[config.mk]
export PLATFORM = sky130hd
export DESIGN_NAME = itf_convert
export DESIGN_NICKNAME = d
export VERILOG_FILES = /design/src/rtl/itf_pkg.sv /design/src/rtl/itf_magnitude.sv /design/src/rtl/itf_normalize.sv /design/src/rtl/itf_round.sv /design/src/rtl/itf_convert.sv
export SDC_FILE = /design/constraint.sdc
export NUM_CORES = 1
export LEC_CHECK = 0
export BUFFER_PORTS_ARGS = -buffer_cell sky130_fd_sc_hd__clkbuf_2
export CAP_MARGIN = 10
export CORE_MARGIN = 2
export CORE_UTILIZATION = 61
export DETAILED_ROUTE_END_ITERATION = 7
export PLACE_DENSITY_LB_ADDON = 0.15
export SYNTH_ARGS = -nofsm -noshare
export SYNTH_HDL_FRONTEND = slang
export SYNTH_HIERARCHICAL = 1
export SYNTH_SLANG_ARGS = --single-unit
[constraint.sdc]
create_clock -name clk -period 7.5 [get_ports clk]
set_clock_uncertainty 0.2 [all_clocks]
set_input_delay 0.75 -clock clk [delete_from_list [all_inputs] [get_ports clk]]
set_output_delay 0.75 -clock clk [all_outputs]
set_load 0.1 [all_outputs]
[src/rtl/itf_pkg.sv]
// Package itf_pkg
// Shared widths, encodings and the inter-stage record of the converter.
// Assumes an IEEE binary64 output format and binary32 (24-bit) alternate precision.
package itf_pkg;

    localparam int OPW       = 64;
    localparam int HALFW     = OPW / 2;
    localparam int POSW      = $clog2(OPW);
    localparam int DBL_EXPW  = 11;
    localparam int DBL_FRACW = 52;
    localparam int DBL_PREC  = DBL_FRACW + 1;
    localparam int DBL_BIAS  = 1023;
    localparam int SGL_PREC  = 24;
    localparam int CLSW      = 5;

    typedef enum logic [1:0] {
        SRC_S32 = 2'd0,
        SRC_U32 = 2'd1,
        SRC_S64 = 2'd2,
        SRC_U64 = 2'd3
    } src_type_e;

    typedef enum logic [1:0] {
        RM_NEAREST = 2'd0,
        RM_ZERO    = 2'd1,
        RM_UP      = 2'd2,
        RM_DOWN    = 2'd3
    } rmode_e;

    localparam logic [CLSW-1:0] CLS_POS_NORM = 5'b00100;
    localparam logic [CLSW-1:0] CLS_NEG_NORM = 5'b01000;
    localparam logic [CLSW-1:0] CLS_POS_ZERO = 5'b00010;

    // Normalised operand handed from the first to the second stage
    typedef struct packed {
        logic            valid;
        logic            neg;
        logic [POSW-1:0] msb;
        logic [OPW-1:0]  norm;
        logic [1:0]      rmode;
        logic            single;
        logic            exact;
    } norm_t;

endpackage

[src/rtl/itf_magnitude.sv]
// Module itf_magnitude
// Combinational: picks the source field named by the type code and returns
// its sign and unsigned magnitude. Assumes two's complement signed sources;
// the most negative value maps to a magnitude with only the top bit set.
module itf_magnitude
    import itf_pkg::*;
(
    input  logic [OPW-1:0] operand,
    input  logic [1:0]     src_type,
    output logic           neg,
    output logic [OPW-1:0] mag
);

    logic [OPW-1:0] ext;

    // Select and sign-extend the source, then negate when negative
    always_comb begin
        ext = '0;
        neg = 1'b0;
        case (src_type_e'(src_type))
            SRC_S32: begin
                neg = operand[HALFW-1];
                ext = {{HALFW{operand[HALFW-1]}}, operand[HALFW-1:0]};
            end
            SRC_U32: ext = {{HALFW{1'b0}}, operand[HALFW-1:0]};
            SRC_S64: begin
                neg = operand[OPW-1];
                ext = operand;
            end
            default: ext = operand;
        endcase
        mag = neg ? (~ext + 1'b1) : ext;
    end

endmodule

[src/rtl/itf_normalize.sv]
// Module itf_normalize
// Combinational: finds the leading one of the magnitude and shifts it to the
// top bit. Assumes a zero magnitude yields norm = 0 (msb is then don't-care).
module itf_normalize
    import itf_pkg::*;
#(
    parameter int W  = OPW,
    localparam int PW = $clog2(W)
) (
    input  logic [W-1:0]  mag,
    output logic [PW-1:0] msb,
    output logic [W-1:0]  norm
);

    logic [PW-1:0] lead;
    logic          found;

    // Priority search for the highest set bit
    always_comb begin
        lead  = '0;
        found = 1'b0;
        for (int i = W - 1; i >= 0; i--) begin
            if (!found && mag[i]) begin
                lead  = PW'(W - 1 - i);
                found = 1'b1;
            end
        end
    end

    assign norm = mag << lead;
    assign msb  = PW'(W - 1) - lead;

endmodule

[src/rtl/itf_round.sv]
// Module itf_round
// Combinational: rounds the normalised significand at binary64 and binary32
// precision in parallel lanes, selects one lane and packs a binary64 word.
// Assumes the exponent never overflows (integer sources stay below 2^64).
module itf_round
    import itf_pkg::*;
(
    input  norm_t                st,
    output logic [OPW-1:0]       result,
    output logic                 inexact,
    output logic                 rounded_up,
    output logic [CLSW-1:0]      cls,
    output logic                 status_we
);

    logic [1:0]           lane_inexact;
    logic [1:0]           lane_inc;
    logic [1:0]           lane_carry;
    logic [1:0]           lane_hid;
    logic [DBL_FRACW-1:0] lane_frac [2];

    // Lane 0 rounds to binary64 precision, lane 1 to binary32 precision
    for (genvar g = 0; g < 2; g++) begin : g_lane
        localparam int P = (g == 0) ? DBL_PREC : SGL_PREC;
        logic [P-1:0] sig;
        logic         grd;
        logic         stk;
        logic         inc;
        logic [P:0]   sum;

        // Guard/sticky extraction and the rounding-mode increment decision
        always_comb begin
            sig = st.norm[OPW-1 -: P];
            grd = st.norm[OPW-1-P];
            stk = |st.norm[OPW-2-P:0];
            case (rmode_e'(st.rmode))
                RM_NEAREST: inc = grd & (stk | sig[0]);
                RM_ZERO:    inc = 1'b0;
                RM_UP:      inc = (grd | stk) & ~st.neg;
                default:    inc = (grd | stk) & st.neg;
            endcase
            sum = {1'b0, sig} + {{P{1'b0}}, inc};
        end

        assign lane_inexact[g] = grd | stk;
        assign lane_inc[g]     = inc;
        assign lane_carry[g]   = sum[P];
        assign lane_hid[g]     = sum[P-1];
        assign lane_frac[g]    = DBL_FRACW'(sum[P-2:0]) << (DBL_FRACW - P + 1);
    end

    logic                sel;
    logic                is_zero;
    logic [DBL_EXPW-1:0] exp_f;

    // Lane selection, packing, classification and flag gating
    always_comb begin
        sel     = st.single;
        is_zero = ~(lane_hid[sel] | lane_carry[sel]);
        exp_f   = DBL_EXPW'(DBL_BIAS) + DBL_EXPW'(st.msb) + DBL_EXPW'(lane_carry[sel]);
        if (is_zero) begin
            result = '0;
            cls    = CLS_POS_ZERO;
        end else begin
            result = {st.neg, exp_f, lane_frac[sel]};
            cls    = st.neg ? CLS_NEG_NORM : CLS_POS_NORM;
        end
        inexact    = lane_inexact[sel] & ~st.exact;
        rounded_up = lane_inc[sel] & ~st.exact;
        status_we  = ~st.exact;
    end

endmodule

[src/rtl/itf_convert.sv]
// Module itf_convert
// Two-stage integer to binary64/binary32 converter. Stage A captures sign,
// leading-one position and normalised magnitude; stage B captures the rounded,
// packed result and flags. Assumes one operand per cycle at most, no stall.
module itf_convert
    import itf_pkg::*;
(
    input  logic            clk,
    input  logic            rst_n,
    input  logic            in_valid,
    input  logic [63:0]     in_operand,
    input  logic [1:0]      in_type,
    input  logic [1:0]      in_rmode,
    input  logic            in_single,
    output logic            out_valid,
    output logic [63:0]     out_result,
    output logic            out_inexact,
    output logic            out_rounded_up,
    output logic [4:0]      out_class,
    output logic            out_status_we,
    output logic            out_sticky
);

    logic           a_neg;
    logic [OPW-1:0] a_mag;
    logic [POSW-1:0] a_msb;
    logic [OPW-1:0] a_norm;
    norm_t          nxt_a;
    norm_t          st_a;

    logic [OPW-1:0]  r_result;
    logic            r_inexact;
    logic            r_up;
    logic [CLSW-1:0] r_cls;
    logic            r_we;

    itf_magnitude u_mag (
        .operand  (in_operand),
        .src_type (in_type),
        .neg      (a_neg),
        .mag      (a_mag)
    );

    itf_normalize #(.W(OPW)) u_norm (
        .mag  (a_mag),
        .msb  (a_msb),
        .norm (a_norm)
    );

    // Assemble the stage A record from the front-end results
    always_comb begin
        nxt_a.valid  = in_valid;
        nxt_a.neg    = a_neg;
        nxt_a.msb    = a_msb;
        nxt_a.norm   = a_norm;
        nxt_a.rmode  = in_rmode;
        nxt_a.single = in_single;
        nxt_a.exact  = ~in_single & ~in_type[1];
    end

    // Stage A register
    always_ff @(posedge clk) begin
        if (!rst_n) st_a <= '0;
        else        st_a <= nxt_a;
    end

    itf_round u_rnd (
        .st         (st_a),
        .result     (r_result),
        .inexact    (r_inexact),
        .rounded_up (r_up),
        .cls        (r_cls),
        .status_we  (r_we)
    );

    // Stage B register driving the result ports
    always_ff @(posedge clk) begin
        if (!rst_n) begin
            out_valid      <= 1'b0;
            out_result     <= '0;
            out_inexact    <= 1'b0;
            out_rounded_up <= 1'b0;
            out_class      <= '0;
            out_status_we  <= 1'b0;
        end else begin
            out_valid      <= st_a.valid;
            out_result     <= r_result;
            out_inexact    <= r_inexact;
            out_rounded_up <= r_up;
            out_class      <= r_cls;
            out_status_we  <= r_we;
        end
    end

    // Sticky inexact summary, set alongside the result that raises it
    always_ff @(posedge clk) begin
        if (!rst_n)                              out_sticky <= 1'b0;
        else if (st_a.valid & r_we & r_inexact)  out_sticky <= 1'b1;
    end

endmodule

# After elaboration in Yosys (flattened, before gate mapping)
# Cells that the tools add are included.
word_totals:
  register_bits: 149
  output_inout_bits: 74
  elab_cells: 325
classes:
  addsub: 6
  order_cmp: 2
  n_eq_ne: 4
  shifts: 1
  muxes: 144
  bitwise_logic: 22
  n_reduce_logical: 131
op_table:
  columns: ["cell", "n"]
  rows:
  - ["$mux W6", 32]
  - ["$mux W52", 3]
  - ["$pmux W64 S2", 1]
  - ["$mux W5", 16]
  - ["$mux W1", 72]
  - ["$add A64 B1 Y64 const B", 1]
  - ["$mux W64", 1]
  - ["$not A64 Y64", 1]
  - ["$shl A64 B6 Y64", 1]
  - ["$logic_and A1 B1 Y1", 63]
  - ["$logic_not A1 Y1", 63]
  - ["$add A53 B1 Y54", 1]
  - ["$reduce_or A39 Y1", 1]
  - ["$mux W4", 9]
  - ["$add A24 B1 Y25", 1]
  - ["$mux W3", 4]
  - ["$add A10 B6 Y11 const A", 1]
  - ["$add A11 B1 Y11", 1]
  - ["$and A1 B1 Y1", 11]
  - ["$reduce_or A10 Y1", 1]
  - ["$mux W2", 3]
  - ["$pmux W1 S3", 2]
  - ["$sub A6 B6 Y6 const A", 1]
  - ["$or A1 B1 Y1", 5]
  - ["other kinds (9)", 15]

# Logic depth before layout (Yosys ltp)
# Gate-level depths: netlist of run 1.
depth:
  word_depth: 196
  mapped_depth: 26
  depth_no_buf: 20

# Cells and area by module
# Netlist of run 1, hierarchy kept.
by_module_without_submodules:
  columns: ["module", "n_inst", "cells_per_inst", "area_per_inst_um2", "seq_area_each_um2"]
  rows:
  - ["itf_normalize", 1, 816, 5341.4, 0.0]
  - ["itf_convert", 1, 316, 4103.9, 3002.9]
  - ["itf_magnitude", 1, 319, 2090.8, 0.0]
  - ["itf_round", 1, 311, 2049.5, 0.0]

# Worst setup path before layout of run 1
# Ideal clock, no wire load.
synth_timing:
  path_kind: "in2reg"
  start: "input port in_operand[26]"
  end: "register st_a[44] (netlist name)"
  setup_ns: 0.115
  arrival_ns: 6.190
  t_required_ns: 7.185
  slack_ns: 0.995
  path_stages: 19
  path_cell_list: "or4_1 > buf_2 > or3_4 > a2111o_1 > o311a_1 > a311o_1 > nor4_2 > nand3_1 > or4_4 > or4_4 > nand4_2 > buf_6 > mux2i_1 > mux2_2 > a2bb2o_1 > a221oi_1 > o22a_1 > o21ai_1 > and2_1"
synth_lines:
  columns: ["element", "line_no", "source"]
  rows:
  - ["from (decl)", "itf_convert.sv:11", "input logic [63:0] in_operand,"]
  - ["$pmux W64 S2 (*)", "itf_magnitude.sv:20", "case (src_type_e'(src_type))"]
  - ["$not A64 Y64 (*)", "itf_magnitude.sv:32", "mag = neg ? (~ext + 1'b1) : ext;"]
  - ["$add A64 B1 Y64 (*)", "itf_magnitude.sv:32", null]
  - ["$mux W64 (*)", "itf_magnitude.sv:32", null]
  - ["net a_mag[53]", "itf_convert.sv:25", "logic [OPW-1:0] a_mag;"]
  - ["$logic_and A1 B1 Y1", "itf_normalize.sv:23", "if (!found && mag[i]) begin"]
  - ["$mux W1", "itf_normalize.sv:23", null]
  - ["$logic_not A1 Y1", "itf_normalize.sv:23", null]
  - ["[... 152 more ...]", null, null]
  - ["$logic_not A1 Y1", "itf_normalize.sv:23", null]
  - ["$logic_and A1 B1 Y1", "itf_normalize.sv:23", null]
  - ["$mux W1", "itf_normalize.sv:23", null]
  - ["$logic_not A1 Y1", "itf_normalize.sv:23", null]
  - ["$logic_and A1 B1 Y1", "itf_normalize.sv:23", null]
  - ["$mux W6", "itf_normalize.sv:23", null]
  - ["$shl A64 B6 Y64 (*)", "itf_normalize.sv:30", "assign norm = mag << lead;"]
  - ["net a_norm[40]", "itf_convert.sv:27", "logic [OPW-1:0] a_norm;"]
  - ["to (signal assigned)", "itf_convert.sv:64", "else st_a <= nxt_a;"]
  - ["to (decl)", "itf_convert.sv:29", "norm_t st_a;"]
# Mark *: on every way through the listed nets, which the timed path passes. The rest lies on a longest branch.
# A chain may end at the register's enable or synchronous reset.

# Final worst setup path of run 1
layout_timing:
  start: "input port in_operand[13]"
  end: "register st_a[51] (netlist name)"
layout_lines:
  columns: ["element", "line_no"]
  rows:
  - ["$pmux W64 S2 (*)", "itf_magnitude.sv:20"]
  - ["$not A64 Y64 (*)", "itf_magnitude.sv:32"]
  - ["$add A64 B1 Y64 (*)", "itf_magnitude.sv:32"]
  - ["$mux W64 (*)", "itf_magnitude.sv:32"]
  - ["net a_mag[57]", "itf_convert.sv:25"]
  - ["$logic_and A1 B1 Y1", "itf_normalize.sv:23"]
  - ["$mux W1", "itf_normalize.sv:23"]
  - ["$logic_not A1 Y1", "itf_normalize.sv:23"]
  - ["[... 164 more ...]", null]
  - ["$logic_not A1 Y1", "itf_normalize.sv:23"]
  - ["$logic_and A1 B1 Y1", "itf_normalize.sv:23"]
  - ["$mux W1", "itf_normalize.sv:23"]
  - ["$logic_not A1 Y1", "itf_normalize.sv:23"]
  - ["$logic_and A1 B1 Y1", "itf_normalize.sv:23"]
  - ["$mux W6", "itf_normalize.sv:23"]
  - ["$shl A64 B6 Y64 (*)", "itf_normalize.sv:30"]
  - ["net a_norm[47]", "itf_convert.sv:27"]
# Marked as above.

==> out/metrics.yaml, run 1 <==
run_status:
  status: "complete, no violations"
global_routing:
  first_global_vias: 14500
  antenna_found_initial: 3
  grt.total_usage: 0.432
  grt-ovfl-total: 0
  grt_pass1_wl_um: 80600
  grt_max_degree: 151
logic_synthesis:
  synth_edf_count: 0
  yosys.area.top_type_share: 0.221
  ys.flop_type: "dfxtp_1"
  synth_cells: 1762
  yosys_warnings: 6
  synth_top_cell_by_area: "dfxtp_1"
  ys_seq_area_frac: 0.221
  syn_area_um2: 13600
  synth.area.top_cells: "dfxtp_1, mux2i_1, and2_1, nor2_1, nand2_1"
  ys_seq_elements: 150
  avgSynthCellArea_um2: 7.71
  async_flop_share: 0
  synth_cell_types: 102
place:
  place_inst: 2190
  dpl-instance-area_um2: 14900
  routabilityCongestion: 1.11
  io_buffers: 145
  hpwl_um: 39000
  dp_slack_ns: 0.198
clocking:
  cts_buffers: 17
  clock_latency_ns: 0.42
  cts_sinks: 150
  cts_root_buf: "clkbuf_16"
  cts_tree: "done"
  cts_buffer_depth: 2
  cts_max_level: 4
  clkSlewWorstSetupHoldPaths_ns: 0.06
floorplan:
  dieArea_um2: 23500
  die_w_um: 153
  core_area_um2: 21800
  start_util: 0.623
  io_pins: 146
  num_rows: 54
  fp.dieH_um: 153
power:
  combPwrFrac: 0.491
  p_switching_mw: 1.67
  p_sw_frac: 0.435
  powerDensity_nw_per_um2: 247
  clock_power_share: 0.239
  seq_power_share: 0.270
  leakagePower_nw: 6.28
  totalPowerFinal_mw: 3.84
  ir_drop_uv: 178
  intPower_mw: 2.17
drt:
  route.detailed.drc: 0
  ant_nets: 0
  dr.first_iter.drc_count: 1991
  vias: 15300
  drt-total-wl_um: 53300
  wire_per_inst_um: 24.0
  first_pass_iters: 8
  viasPerCell: 6.86
final_layout:
  areaGrowthSynthToFinish_pct: 14.7
  mostFrequentLayoutCells: "nor2_1, nand2_1, and2_1"
  final_common_cell: "nor2_1"
  utilization: 0.714
  drive_gt1_frac: 0.199
  final_area_um2: 15600
  nets: 2009
  fin_cells: 2224
flow_run:
  max_cap_viol_count: 0
worst_setup_path:
  arrival_ns: 7.20
  startpoint_type: "primary input"
  worstPathRequired_ns: 7.61
  cp-end-kind: "register"
  reg2reg_slack_ns: 2.45
  critPathKind: "primary input to register"
  critPathMaxFanout: 25
sta:
  relSlewSlack: 0.213
  tightest_slew_ns: 1.18
  fin_crit_ns: 7.10
  fin_setup_tns_ns: 0
  finalWorstSetupSlack_ns: 0.405
  setup_viol: 0
  fin_hold_ws_ns: 0.254
  hold_viol: 0
  rsz0062_at_grt: "false"
  period_share: 0.946
  drv_slew: 0
  fmax_mhz: 141
worst_hold_path:
  holdCritPathClass: "register to register"
## cells in the mapped netlist (all sizes together) (14+ instances only)
cell	number
a22oi	17
nand3	52
mux2i	152
a211oi	19
o31ai	14
xor2	50
a31oi	18
mux2	20
buf	63
dfxtp	150
xnor2	54
nand2	158
and2	156
clkbuf	50
and3	21
a21oi	104
o21ai	59
inv	30
o211ai	15
nor2	165
or4	14
nor4	54
nand4	24
o22ai	23
nor3	76
## power by group through the flow
stage	Sequential, mW	Combinational, mW	Clock (mW)
detailed placement	1.04	1.79	0
CTS	1.03	1.81	0.917
global route	1.05	1.99	0.947
finish	1.04	1.89	0.919
global placement	1.04	1.79	0
floorplan	1.15	1.07	0
## timing repair
| item | in CTS | in global routing |
|---|---|---|
| endpoints found under the setup margin | 0 | 1 |
| hold buffers | 0 | 0 |
| gates resized for setup | 0 | 1 |
| buffers inserted | 0 | 0 |
## worst max-delay path: stages
cell and delay (ns):
clkbuf_2 0.13, nor4_1 0.61, nand4_1 0.38, or3_1 0.53, o41ai_1 0.46, xor2_1 0.22
nor4_1 0.53, nand3_1 0.29, or4_4 0.65, or4_4 0.57, nand4_4 0.15, buf_12 0.20
mux2i_1 0.28, mux2i_1 0.14, mux2i_1 0.53, buf_4 0.22, nand2_1 0.05, o21ai_1 0.15
o22ai_1 0.17, and2_1 0.19
## final timing paths
path,start,endpoint,cells after the start
max reg2reg,st_a[9],out_result[58],13
min reg2reg,st_a[75],out_valid,1
min,st_a[75],out_valid,1
max,in_operand[13],st_a[51],20
## cell families after synthesis
kind of cell	share of synthesized area
AOI/OAI and AO/OA	0.191
xor gates and xnor gates	0.0670
adders and majority gates	0.00645
buffers and inverters	0.0615
DFF	0.221
muxes	0.129
other	0.000276
and+or+nand+nor	0.324
## routing by layer
layer  part of all wire  GRT usage  up-vias
met5                  0          0        -
met4              0.085      0.316        0
met3              0.098     0.0845      317
met2               0.45      0.715     1156
met1               0.36      0.497     6995
li1                   -          -     6788
## sequential cells by signal, summed over array words and instances, names as in the netlist
signal	flops
out_inexact	1
out_valid	1
out_sticky	1
out_rounded_up	1
out_status_we	1
out_class	5
out_result	64
st_a	76
## final cells by class
cell class              count  area, um2
flip-flops and latches    150       3000
well taps                 280        350
clock inverters            10        170
diodes                      3       7.51
clock buffers              20        457
multi-input cells        1469       9780
repair buffers            261       1690
inverters                  31        116
fillers                  1758       6250
(Power assumes the default switching activity.)
==> inputs of run 2 (changes only) <==
--- a/config.mk
+++ b/config.mk
@@ -13,5 +13,4 @@
 export PLACE_DENSITY_LB_ADDON = 0.15
 export SYNTH_ARGS = -nofsm -noshare
 export SYNTH_HDL_FRONTEND = slang
-export SYNTH_HIERARCHICAL = 1
 export SYNTH_SLANG_ARGS = --single-unit
==> run 2 against run 1 <==
Cell area is 0.62% lower. Register-to-register slack worse by 1.3 ns. Hold slack better by 0.022 ns. Non-clock buffer count is 59 lower. Final cell count is 0.67% lower. Die area is 2.9% higher.
==> out/metrics.yaml, run 2 <==
run_status:
  status: "complete, no violations"
worst_setup_path:
  r2r_start: "st_a[8]"
  critPathKind: "primary input to register"
  critPathMaxFanout: 19
  arrival_ns: 6.91
  r2r_cells: 21
  startpoint: "in_operand[0]"
  r2r_end: "out_result[0]"
  worstPathRequired_ns: 7.55
  cp-end-kind: "register"
  startpoint_type: "primary input"
  reg2reg_slack_ns: 1.17
drt:
  wl_met1_um: 20600
  route.detailed.drc: 0
  wire_per_inst_um: 24.6
  wl_met2_um: 24200
  met3_length_um: 5800
  top_layer: "met4"
  ant_nets: 0
  viasPerCell: 7.22
  drt-total-wl_um: 54400
  first_pass_iters: 7
  vias: 16000
  dr.first_iter.drc_count: 1999
final_layout:
  area.sequential_um2: 2940
  fill_cells: 1841
  nets: 1990
  final_common_cell: "nor2_1"
  reg_top3: "st_a x76, out_result x63, out_class x3"
  largest-register: "st_a"
  largest_reg_flops: 76
  mostFrequentLayoutCells: "nor2_1, dfxtp_1, nand2_1"
  areaGrowthSynthToFinish_pct: 10.7
  diodes: 0
  multi_input_area_um2: 10300
  drive_gt1_frac: 0.183
global_routing:
  grt.total_usage: 0.441
  grt_pass1_wl_um: 84200
  first_global_vias: 14800
  grt-ovfl-total: 0
  antenna_found_initial: 1
  grt_max_degree: 36
logic_synthesis:
  synth_cells: 1823
  synth_top_cell_by_area: "dfxtp_1"
  yosys.area.top_type_share: 0.210
  synthAdderAreaFrac: 0.00626
  synthMostInstantiatedCell: "nor2_1"
  synth_common_cells: "nor2_1, dfxtp_1, nand2_1"
  synth_compound_area_frac: 0.257
  synth_cell_types: 117
  ys.flop_type: "dfxtp_1"
  avgSynthCellArea_um2: 7.67
  ys_seq_area_frac: 0.210
  synth_xor_area_frac: 0.0787
  ys_seq_elements: 147
  synth.area.top_cells: "dfxtp_1, mux2i_1, nor2_1, nand2_1, xnor2_1"
  synth_top_family_by_area: "simple AND/OR/NAND/NOR gates"
  yosys.area_share.simple: 0.275
  synth_mux_area_frac: 0.115
  async_flop_share: 0
  syn_area_um2: 14000
  synth_edf_count: 0
  yosys_warnings: 0
floorplan:
  fp.dieH_um: 155
  io_pins: 146
  dieArea_um2: 24200
  core_area_um2: 22600
  start_util: 0.620
  num_rows: 55
  die_w_um: 155
clocking:
  cts_buffers: 17
  post_cts_buffers: 0
  ctsHoldBuffers: 0
  cts_sinks: 147
  cts_root_buf: "clkbuf_16"
  clkSlewWorstSetupHoldPaths_ns: 0.07
  cts_max_level: 4
  post_cts_resized: 0
  clock_latency_ns: 0.43
  cts_buffer_depth: 2
  cts_tree: "done"
sta:
  hold_viol: 0
  fin_setup_tns_ns: 0
  relSlewSlack: 0.362
  fmax_mhz: 146
  drv_slew: 0
  tightest_slew_ns: 0.955
  setup_viol: 0
  rsz0062_at_grt: "false"
  fin_crit_ns: 6.86
  period_share: 0.915
worst_hold_path:
  hold_end: "out_valid"
  holdCritPathClass: "register to register"
  worstHoldStart: "st_a[75]"
  hold_depth: 1
place:
  io_buffers: 143
  routabilityCongestion: 1.08
  hpwl_um: 41200
power:
  totalPowerFinal_mw: 3.52
  powerDensity_nw_per_um2: 227
  leakagePower_nw: 5.94
  ir_drop_uv: 182
flow_run:
  max_cap_viol_count: 0
==> run 2: changes by cell type in the layout (fill, tap and decap cells not counted), sizes merged, moves of 26 or more <==
| cell | delta |
|---|---|
| nand3 | +41 |
| mux2i | -61 |
| o21ai | +55 |
| and2 | -135 |
| o211ai | +26 |
| buf | -58 |
==> run 2: critical path, cell delays in order <==
cell and delay [ns]:
clkbuf_2 0.17, inv_1 0.18, ha_1 0.27, or4b_4 0.58
nor4_2 0.53, and4_1 0.35, and2_1 0.21, mux2_2 0.34
a32o_1 0.28, a21o_1 0.24, a2111oi_0 0.41, a311o_1 0.40
o21a_2 0.54, buf_4 0.33, mux2_2 0.41, o221a_2 0.27
o21ai_0 0.35, o221ai_1 0.27
==> run 2: cell type report <==
type	count	share of cell area
Clock buffer	18	0.0284
Clock inverter	14	0.00921
Inverter	34	0.00824
Multi-Input combinational cell	1509	0.665
Sequential cell	147	0.190
Tap cell	285	0.0230
Timing Repair Buffer	202	0.0756
==> run 2: worst max-delay path by stage <==
stage / to / slack, ns / cells past startpoint
after floorplan: st_a[51] / 1.62 / 19
after CTS: st_a[58] / 0.77 / 17
after global routing: st_a[57] / 0.33 / 19
after global placement: st_a[58] / 0.35 / 15
final: st_a[41] / 0.64 / 18
after detailed placement: st_a[58] / 0.33 / 17
==> run 2: per-layer routing <==
metal	vias up	GRT usage
li1	7052	-
met2	1211	0.704
met3	255	0.0925
met1	7439	0.552
met5	-	0
met4	0	0.256
==> run 2: power by group <==
| part | switching, mW | internal (mW) | total (mW) |
|---|---|---|---|
| combinational | 1.14 | 0.554 | 1.69 |
| sequential | 0.101 | 0.886 | 0.987 |
| clock | 0.363 | 0.475 | 0.838 |
==> run 2: per-stage QoR <==
stage | utilization | cells | area (um2) | setup slack, ns | hold slack (ns)
2_1_floorplan | - | 1824 | 14000 | 1.62 | 0.198
3_3_place_gp | 0.660 | 2177 | 14900 | 0.348 | 0.249
3_5_place_dp | 0.660 | 2177 | 14900 | 0.329 | 0.250
4_1_cts | 0.686 | 2209 | 15500 | 0.772 | 0.275
5_1_grt | 0.686 | 2209 | 15500 | 0.329 | 0.301
6_report | 0.686 | 2209 | 15500 | 0.637 | 0.276
==> run 2: cell families after synthesis <==
group                      count (synthesis)
xor gates and xnor gates                 124
adders and majority gates                  7
DFF                                      147
buffers and inverters                    168
and+or+nand+nor                          727
AOI/OAI and AO/OA                        512
other                                      1
muxes                                    137
